[src/rtl/stack_guard_pkg.sv]
package stack_guard_pkg;
  localparam int unsigned SG_W      = 16;
  localparam int unsigned SG_NCAUSE = 2;
  localparam int unsigned SG_OVF    = 0;
  localparam int unsigned SG_UNF    = 1;
  typedef logic [SG_W-1:0]      sg_word_t;
  typedef logic [SG_NCAUSE-1:0] sg_cause_t;
endpackage

[src/rtl/sg_limit_reg.sv]
module sg_limit_reg #(
  parameter int unsigned W = 16
) (
  input  logic         clk,
  input  logic         rst_n,
  input  logic         wr_en,
  input  logic [W-1:0] wr_val,
  output logic [W-1:0] ceil_q
);
  localparam logic [W-1:0] CEIL_RST = {W{1'b1}};

  always_ff @(posedge clk or negedge rst_n) begin
    if (!rst_n)     ceil_q <= CEIL_RST;
    else if (wr_en) ceil_q <= wr_val;
  end

  // the ceiling moves only on its own write strobe
  a_r7_ceil_stable: assert property (@(posedge clk) disable iff (!rst_n)
    !wr_en |=> $stable(ceil_q));
endmodule

[src/rtl/sg_compare.sv]
module sg_compare #(
  parameter int unsigned   W     = 16,
  parameter logic [W-1:0]  FLOOR = 16'h0800
) (
  input  logic [W-1:0] value,
  input  logic [W-1:0] ceil,
  output logic         over_hit,
  output logic         under_hit
);
  always_comb over_hit = (value > ceil);

  generate
    if (FLOOR == '0) begin : g_no_floor
      always_comb under_hit = 1'b0;
    end else begin : g_floor
      always_comb under_hit = (value < FLOOR);
    end
  endgenerate
endmodule

[src/rtl/sg_cause.sv]
module sg_cause #(
  parameter int unsigned N = 2
) (
  input  logic         clk,
  input  logic         rst_n,
  input  logic [N-1:0] set_vec,
  input  logic         clr_en,
  input  logic [N-1:0] clr_vec,
  output logic [N-1:0] flag_q
);
  for (genvar i = 0; i < N; i++) begin : g_bit
    logic kill;
    always_comb kill = clr_en & clr_vec[i];
    always_ff @(posedge clk or negedge rst_n) begin
      if (!rst_n)          flag_q[i] <= 1'b0;
      else if (set_vec[i]) flag_q[i] <= 1'b1;
      else if (kill)       flag_q[i] <= 1'b0;
    end

    // a flag stays set unless cleared
    a_r5_sticky_hold: assert property (@(posedge clk) disable iff (!rst_n)
      (flag_q[i] && !kill) |=> flag_q[i]);
    // set has priority over clear
    a_r6_set_wins: assert property (@(posedge clk) disable iff (!rst_n)
      set_vec[i] |=> flag_q[i]);
  end
endmodule

[src/rtl/stack_guard.sv]
module stack_guard
  import stack_guard_pkg::*;
#(
  parameter logic [SG_W-1:0] FLOOR = 16'h0800
) (
  input  logic            clk,
  input  logic            rst_n,
  input  logic            sp_we,
  input  logic [SG_W-1:0] sp_wdata,
  input  logic            lim_we,
  input  logic [SG_W-1:0] lim_wdata,
  input  logic            clr_we,
  input  logic [1:0]      clr_mask,
  output logic            stk_err,
  output logic            ovf_flag,
  output logic            unf_flag
);
  sg_word_t  ceil_q;
  logic      over_hit, under_hit;
  sg_cause_t set_vec, flags;
  logic      err_q;

  sg_limit_reg #(.W(SG_W)) u_lim (
    .clk(clk), .rst_n(rst_n), .wr_en(lim_we), .wr_val(lim_wdata), .ceil_q(ceil_q)
  );

  sg_compare #(.W(SG_W), .FLOOR(FLOOR)) u_cmp (
    .value(sp_wdata), .ceil(ceil_q), .over_hit(over_hit), .under_hit(under_hit)
  );

  always_comb begin
    set_vec         = '0;
    set_vec[SG_OVF] = sp_we & over_hit;
    set_vec[SG_UNF] = sp_we & under_hit;
  end

  sg_cause #(.N(SG_NCAUSE)) u_cause (
    .clk(clk), .rst_n(rst_n), .set_vec(set_vec),
    .clr_en(clr_we), .clr_vec(clr_mask), .flag_q(flags)
  );

  always_ff @(posedge clk or negedge rst_n) begin
    if (!rst_n) err_q <= 1'b0;
    else        err_q <= |set_vec;
  end

  assign stk_err  = err_q;
  assign ovf_flag = flags[SG_OVF];
  assign unf_flag = flags[SG_UNF];

  // a pulse only follows a stack pointer write
  a_r4_pulse_needs_write: assert property (@(posedge clk) disable iff (!rst_n)
    !sp_we |=> !stk_err);
  // overflow write raises the error and the flag
  a_r2_overflow: assert property (@(posedge clk) disable iff (!rst_n)
    (sp_we && sp_wdata > ceil_q) |=> (stk_err && ovf_flag));
  // underflow write raises the error and the flag
  a_r3_underflow: assert property (@(posedge clk) disable iff (!rst_n)
    (sp_we && sp_wdata < FLOOR) |=> (stk_err && unf_flag));
  // a newly set cause flag comes with a pulse
  a_r3_rise_with_err: assert property (@(posedge clk) disable iff (!rst_n)
    ($rose(ovf_flag) || $rose(unf_flag)) |-> stk_err);
endmodule

[config.mk]
export PLATFORM = sky130hd
export DESIGN_NAME = stack_guard
export DESIGN_NICKNAME = d
export VERILOG_FILES = /design/src/rtl/stack_guard_pkg.sv /design/src/rtl/sg_limit_reg.sv /design/src/rtl/sg_compare.sv /design/src/rtl/sg_cause.sv /design/src/rtl/stack_guard.sv
export SDC_FILE = /design/constraint.sdc
export NUM_CORES = 1
export LEC_CHECK = 0
export ABC_AREA = 0
export BUFFER_PORTS_ARGS = -buffer_cell sky130_fd_sc_hd__buf_2
export CAP_MARGIN = 10
export CORE_MARGIN = 4
export CORE_UTILIZATION = 35
export DETAILED_ROUTE_END_ITERATION = 7
export PLACE_DENSITY_LB_ADDON = 0.05
export SLEW_MARGIN = 5
export SYNTH_ARGS = -nofsm -noshare
export SYNTH_HDL_FRONTEND = slang
export SYNTH_HIERARCHICAL = 1
export SYNTH_SLANG_ARGS = --single-unit
export TNS_END_PERCENT = 50
[constraint.sdc]
create_clock -name clk -period 2.3 [get_ports clk]
set_clock_uncertainty 0.05 [all_clocks]
set_input_delay 0.46 -clock clk [delete_from_list [all_inputs] [get_ports clk]]
set_output_delay 0.46 -clock clk [all_outputs]
set_load 0.02 [all_outputs]
Word-level counts from Yosys, hierarchy flattened
Cells that the tools add are included. W data, S select, Z words.

Order comparisons: 2. Multiplexer cells: 4. Bitwise operators: 4. Reductions and logical operators: 3.

Operators by type and width (number): $gt A16 B16 Y1 (1); $lt A16 B12 Y1 const B (1); $and A1 B1 Y1 (4); $mux W1 (4); $reduce_bool A2 Y1 (2); $reduce_or A2 Y1 (1).

Flip-flop bits (word level): 19. Input bits: 39. Logic and storage cells: 17.

Longest topological paths before layout
Gate-level depths: netlist (run 1).

Depth in word-level cells: 3. Depth in mapped cells: 8. Depth with buffers taken out: 8.

Hierarchy
Netlist (run 1), hierarchy kept.

Modules (own cells, without submodules): sg_limit_reg (instances 1, cells an instance 34, area an instance 669.4 um^2, sequential area each 420.4 um^2); sg_compare (instances 1, cells an instance 58, area an instance 417.9 um^2, sequential area each 0.0 um^2); sg_cause (instances 1, cells an instance 6, area an instance 72.6 um^2, sequential area each 50.0 um^2); stack_guard (instances 1, cells an instance 4, area an instance 45.0 um^2, sequential area each 25.0 um^2).

Least setup slack after synthesis (run 1)
No wires, ideal clock.

Path type: reg-to-reg. From: reg u_lim.ceil_q[14]. To: reg u_cause.flag_q[0]. Data arrival time: 1.910 ns. Setup slack: 0.222 ns. Stages on the path, launching flop included: 9. Clock period less this slack: 2.078 ns. Cell sequence: dfstp_2 > inv_1 > ha_1 > a21oi_1 > nand2_1 > a221o_1 > o31a_1 > and2_1 > a21o_1.

Longest elaborated chain between the ends: 3. Elaborated cells on any way between the ends: 4. Classes of those cells: 1 x order compare; 1 x mux; 1 x bitwise; 1 x reduce/logical.

RTL lines: start, declared (line sg_limit_reg.sv:8) `output logic [W-1:0] ceil_q`; start signal, assigned (line sg_limit_reg.sv:14) `else if (wr_en) ceil_q <= wr_val;`; $gt A16 B16 Y1 * (line sg_compare.sv:10) `always_comb over_hit = (value > ceil);`; named net over_hit (line stack_guard.sv:19) `logic over_hit, under_hit;`; $and A1 B1 Y1 * (line stack_guard.sv:33) `set_vec[SG_OVF] = sp_we & over_hit;`; named net set_vec[0] (line stack_guard.sv:20) `sg_cause_t set_vec, flags;`; $mux W1 / $reduce_bool A2 Y1 (equally long branches); end signal, assigned by index (line sg_cause.sv:15) `if (!rst_n) flag_q[i] <= 1'b0;`; end signal, assigned by index (line sg_cause.sv:16) `else if (set_vec[i]) flag_q[i] <= 1'b1;`; end signal, assigned by index (line sg_cause.sv:17) `else if (kill) flag_q[i] <= 1'b0;`; end, declared (line sg_cause.sv:9) `output logic [N-1:0] flag_q`.

Mark *: on every way through the listed nets, which the timed path passes. The rest lies on a longest branch. A chain may end at the register's enable or synchronous reset.

Final worst setup path (run 1)
From: reg u_lim.ceil_q[11]. To: reg u_cause.flag_q[0].

The elaborated chain is that of the path after synthesis.

==> metrics.md, run 1 <==
| Metric | Value |
|---|---|
| R2R setup slack | 0.11 ns |
| Max IR drop VDD | 0.199 mV |
| Worst skew pair latency | 0.29 ns |
| Worst min path class | in2async |
| Total of max-cap violations | 0 |
| Die Y-Extent | 66.7 um |
| Ys async rst share | 100% |
| Most frequent cells after synthesis | 16 x dfstp_2, 16 x ha_1, 16 x inv_1, 10 x mux2_4 |
| Core footprint | 0.00334 mm^2 |
| Routed WL | 2260 um |
| Synth top area share | 34.9% |
| CTS clock-pin slew for the worst setup and hold paths | 0.11 ns |
| CP endpoint kind | flip-flop |
| Power Density | 529 mW/mm^2 |
| Vias | 848 |
| Initial DRC count | 19 |
| Tmin final | 2.19 ns |
| Largest net degree at the start of global routing | 20 |
| Period utilization | 95.1% |
| Final setup violating endpoints | 0 |
| Post-layout net count | 201 |
| Routed wire per std cell | 11.8 um |
| Largest cells by area after synthesis | dfstp_2 35%, ha_1 17%, mux2_4 12% |
| Reg2reg path depth | 8 |
| Fin Setup TNS | 0 ns |
| Leakage power | 0.784 nW |
| Starting Density | 36.1% |
| Initial antenna violation count | 0 |
| Largest fanout on the critical path | 3 |
| Pre-Repair DR Iteration Count | 3 |
| Final Power | 786 uW |
| Status | completed |
| Synth unique cells | 23 |
| Non-filler cells, final | 191 |
| Residual DRC | 0 |
| Avg Inst Size Synth | 11.8 um^2 |
| Cts-stage hold buffer count | 0 |
| RSZ-0062 raised after global routing | false |
| Cell count after synthesis | 102 |
| WS Path Type | reg2reg |
| Die width | 66.7 um |
| Cell Rows | 21 |
| CP Launch Type | flip-flop |
| Number of global-route vias before repair | 885 |
| CTS tree | yes |
| DP Cell Count | 187 |
| Worst-margin pin slew | 0.453 ns |
| # clock sinks | 19 |
| Max-slew violation count | 0 |
| Syn_nets | 157 |
| RePlAce Congestion | 0.759 |
| # diodes | 0 |
| GRT Util Overall | 11.1% |
| Final hold vios | 0 |
| Seq cells post-synth | 19 |
| Synth Flop Type | dfstp_2 |
| CTS Buffer Depth | 2 |
| Post-synth EDFFs | 0 |
| Register area share after synthesis | 41.1% |
| Critical Path RT | 2.44 ns |
| H-tree Lvls | 1 |
| Num ports | 42 |
| Syn. warnings | 6 |
| Max Freq | 0.457 GHz |
| Relative slew margins | 69.8% |
| IO Port Bufs | 41 |
| TritonCTS buffer count | 3 |
| Root buf cell | clkbuf_4 |
| Area leader, netlist | dfstp_2 |
| GRT overflow | 0 |
| Layout cells sized above 1 | 54.5% |
| DRT antenna net count | 0 |
| DR vias/cell | 4.44 |
| Post-synthesis to final-layout area growth | 23.2% |
| Die area | 0.00445 mm^2 |
| First-pass GRT wire length | 3750 um |
| CP arrival | 2.32 ns |
| Post-Syn Area | 0.00120 mm^2 |
==> area by class of cell <==
| cell class | count | area [um^2] |
|---|---|---|
| fillers | 341 | 1850 |
| clock buffers | 4 | 26.3 |
| multi-input cells | 65 | 639 |
| repair buffers | 41 | 205 |
| well taps | 46 | 57.6 |
| inverters | 16 | 60.1 |
| flip-flops and latches | 19 | 495 |
==> state kept, by name, indices dropped and copies added (netlist names) <==
name / cells
stk_err: 1
u_cause/flag_q: 2
u_lim/ceil_q: 16
==> kinds of logic after synthesis <==
group,Yosys count,share of synthesized area [%]
simple gates,18,8.31
flops,19,41.1
compound gates,15,8.31
buf+inv,18,7.58
fa+ha+maj,16,16.6
mux,16,18.1
==> final timing paths <==
path	startpoint	end
setup / recovery	u_lim/ceil_q[11]	u_cause/flag_q[0]
hold / removal	rst_n	u_cause/flag_q[1]
setup reg to reg	u_lim/ceil_q[11]	u_cause/flag_q[0]
hold reg to reg	u_cause/flag_q[1]	u_cause/flag_q[1]
max in group asynchronous	rst_n	u_lim/ceil_q[10]
min in group clk	lim_wdata[14]	u_lim/ceil_q[14]
==> per-layer routing <==
metal	wire length (um)	global-route usage [%]	part of all wire (%)	vias to the layer above
met3	155	2.36	6.9	2
met2	1040	18.8	46	24
met4	17	3.81	0.75	0
met1	1050	13.9	46	380
li1	-	-	-	442
met5	0	0	0	-
==> timing repair <==
action / CTS / global route
endpoints found under the setup margin: 0 / 1
setup buffers: 0 / 0
resized for setup: 0 / 2
==> critical path, cell delays in order (launching register included) <==
cell and delay [ns]:
dfstp_2 0.55, inv_1 0.04, ha_1 0.30, nand4_1 0.18, nor2_1 0.06, a221o_1 0.32, o31a_1 0.30, and2_1 0.14
a21o_1 0.15
==> placed cells by master (no fill, tap or decap) <==
cell type / count
buf_2: 41
inv_1: 16
dfstp_2: 16
ha_1: 15
mux2_4: 10
a21oi_1: 6
mux2_2: 6
nand2_1: 5
and2_1: 3
clkbuf_4: 3
dfrtp_1: 3
a21o_1: 3
nand4_1: 3
nor2_1: 2
nand3_1: 2
o21ai_0: 2
o21a_1: 1
clkbuf_1: 1
or4_1: 1
a221o_1: 1
nor2b_1: 1
nor4_4: 1
a21boi_2: 1
o31a_1: 1
ha_4: 1
==> report_power, final <==
| group | leakage, nW | total, mW | switching, mW | internal, mW |
|---|---|---|---|---|
| registers | 0.207 | 0.408 | 0.0177 | 0.390 |
| logic | 0.563 | 0.210 | 0.0975 | 0.112 |
| clock network | 0.0150 | 0.168 | 0.101 | 0.0673 |
| total | 0.784 | 0.786 | 0.216 | 0.570 |
==> through the flow <==
step	cell area, um^2	hold slack [ns]	util (%)	setup WS (ns)
4_1_cts	1460	0.0511	43.8	0.0942
5_1_grt	1480	0.0626	44.5	0.00975
6_report	1480	0.0451	44.5	0.112
3_5_place_dp	1440	0.376	43.0	0.0907
3_3_place_gp	1440	0.373	43.0	0.118
2_1_floorplan	1200	0.114	-	0.222
Power figures use the tool's default switching activity.
==> inputs of run 2 (changes only) <==
--- a/config.mk
+++ b/config.mk
@@ -12,6 +12,7 @@
 export CORE_UTILIZATION = 35
 export DETAILED_ROUTE_END_ITERATION = 7
 export PLACE_DENSITY_LB_ADDON = 0.05
+export SKIP_CTS_REPAIR_TIMING = 1
 export SLEW_MARGIN = 5
 export SYNTH_ARGS = -nofsm -noshare
 export SYNTH_HDL_FRONTEND = slang
==> constraint.sdc (replaced) <==
create_clock -name clk -period 1.8 [get_ports clk]
set_clock_uncertainty 0.05 [all_clocks]
set_input_delay 0.36 -clock clk [delete_from_list [all_inputs] [get_ports clk]]
set_output_delay 0.36 -clock clk [all_outputs]
set_load 0.02 [all_outputs]
==> run 2 against run 1 <==
Net effect: the run now ends with negative setup slack left; final cell count grew 4.2%; utilization increased by 5.5 points; global-route usage rose by 0.55 points; sequential power up 28%; die area is the same; critical endpoint unchanged.
==> metrics.md, run 2 (synthesized netlist as in run 1, its figures left out) <==
| Metric | Value |
|---|---|
| Status | complete, but fails checks |
| Failing checks | negative setup slack |
| Most common cell after layout, fill and taps aside | buf_2 |
| Routed WL | 2430 um (+7.6%) |
| DR vias/cell | 4.47 (+0.62%) |
| Total of max-cap violations | 0 (unchanged) |
| Largest Register | u_lim/ceil_q |
| TritonCTS buffer count | 3 (unchanged) |
| Critical Path RT | 1.94 ns (-0.50 ns) |
| Residual DRC | 0 (unchanged) |
| Leakage power | 0.817 nW (+4.2%) |
| # clock sinks | 19 (unchanged) |
| Final Power | 1.08 mW (+38%) |
| Relative slew margins | 69.0% (-0.77 points) |
| Worst skew pair latency | 0.29 ns (about the same) |
| Post-layout net count | 209 (+4.0%) |
| DRT antenna net count | 0 (unchanged) |
| Initial DRC count | 18 (-1) |
| Initial antenna violation count | 0 (unchanged) |
| Flop pwr share | 48.4% (-3.5 points) |
| Tmin final | 2.14 ns (-0.0501 ns) |
| Comb pwr share | 31.9% (+5.2 points) |
| DP HPWL | 1940 um |
| Most frequent cells in the layout | 41 x buf_2, 16 x dfstp_2, 10 x inv_1, 10 x ha_4, 10 x mux2_4 |
| CTS Buffer Depth | 2 (unchanged) |
| Die width | 66.7 um (unchanged) |
| CTS clock-pin slew for the worst setup and hold paths | 0.10 ns (about the same) |
| IO Port Bufs | 41 (unchanged) |
| CTS tree | yes |
| Num ports | 42 (unchanged) |
| Pre-Repair DR Iteration Count | 2 (-1) |
| Starting Density | 36.1% (unchanged) |
| Die area | 0.00445 mm^2 (unchanged) |
| Pre-CTS setup slack | -0.317 ns (-0.408 ns) |
| Worst-margin pin slew | 0.465 ns (+0.0116 ns) |
| Clock power frac | 19.7% (-1.7 points) |
| Sw frac | 28.1% (+0.58 points) |
| RePlAce Congestion | 0.725 (-4.5%) |
| CP endpoint kind | flip-flop |
| Largest fanout on the critical path | 3 (unchanged) |
| Max Freq | 0.468 GHz (+2.3%) |
| First-pass GRT wire length | 3940 um (+5.0%) |
| Max FFs per register | 16 (unchanged) |
| WS Path Type | reg2reg |
| Max IR drop VDD | 0.305 mV (+53%) |
| Multi-input logic area | 759 um^2 (+19%) |
| Root buf cell | clkbuf_4 |
| Final setup violating endpoints | 2 (+2) |
| GRT overflow | 0 (unchanged) |
| Vias | 889 (+4.8%) |
| Final WS setup | -0.338 ns (-0.450 ns) |
| Internal | 777 uW (+36%) |
| Period utilization | 119% (+24 points) |
| Routed wire per std cell | 12.2 um (+3.2%) |
| Max-slew violation count | 0 (unchanged) |
| Fin Setup TNS | -0.562 ns (-0.562 ns) |
| Filler cells | 339 (-0.59%) |
| P_sw | 303 uW (+40%) |
| Power Density | 648 mW/mm^2 (+22%) |
| Number of global-route vias before repair | 935 (+5.6%) |
| Cell Rows | 21 (unchanged) |
| Worst min path class | in2reg |
| GRT Util Overall | 11.7% (+0.55 points) |
| Post-synthesis to final-layout area growth | 38.3% |
| # diodes | 0 (unchanged) |
| Die Y-Extent | 66.7 um (unchanged) |
| RSZ-0062 raised after global routing | true |
| CP Launch Type | flip-flop |
| Core footprint | 0.00334 mm^2 (unchanged) |
| CP arrival | 2.28 ns (-0.04 ns) |
| R2R setup slack | -0.34 ns (-0.45 ns) |
| Final hold vios | 0 (unchanged) |
| H-tree Lvls | 1 (unchanged) |
| Layout cells sized above 1 | 67.3% (+13 points) |
| Largest net degree at the start of global routing | 20 (unchanged) |
| Reg area | 495 um^2 (unchanged) |
## run 2: final cells by class
type                            count  share of cell area, %
Timing Repair Buffer               49                   16.1
Clock buffer                        4                   1.58
Multi-Input combinational cell     65                   45.6
Inverter                           16                   3.60
Sequential cell                    19                   29.7
Tap cell                           46                   3.45
## run 2: worst paths after layout
check | start | to | cells past startpoint
max | u_lim/ceil_q[14] | u_cause/flag_q[0] | 8
min | lim_wdata[12] | u_lim/ceil_q[12] | 2
max reg2reg | u_lim/ceil_q[14] | u_cause/flag_q[0] | 8
min reg2reg | u_cause/flag_q[1] | u_cause/flag_q[1] | 1
max in group asynchronous | rst_n | u_lim/ceil_q[9] | 2
min in group asynchronous | rst_n | stk_err | 2
## run 2: through the flow
| step | util [%] | cells | cell area [um^2] | hold slack, ns |
|---|---|---|---|---|
| 2_1_floorplan | - | 102 | 1270 | 0.0144 |
| 3_3_place_gp | 46.4 | 193 | 1550 | 0.272 |
| 3_5_place_dp | 46.4 | 193 | 1550 | 0.288 |
| 4_1_cts | 47.2 | 197 | 1570 | -0.0563 |
| 5_1_grt | 49.9 | 199 | 1670 | 0.225 |
| 6_report | 49.9 | 199 | 1670 | 0.239 |
## run 2: worst max-delay path, cell delays in order (launching register included)
cell     delay, ns
dfstp_2       0.55
inv_2         0.05
ha_4          0.21
nand4_1       0.20
nor2_1        0.08
a221o_1       0.32
o31a_1        0.29
and2_1        0.14
a21o_1        0.15
## run 2: power by group through the flow
stage	clock network [mW]	registers [mW]	logic, mW
final	0.213	0.523	0.345
after global routing	0.247	0.530	0.390
after CTS	0.235	0.524	0.318
after detailed placement	0	0.530	0.315
after global placement	0	0.528	0.310
after floorplan	0	0.535	0.190
## run 2: metal layers
layer | track usage, % | vias up | routed length, um
met5 | 0 | - | 0
met4 | 4.57 | 0 | 24
met3 | 2.19 | 4 | 177
met2 | 18.8 | 27 | 1120
met1 | 15.3 | 403 | 1110
li1 | - | 455 | -
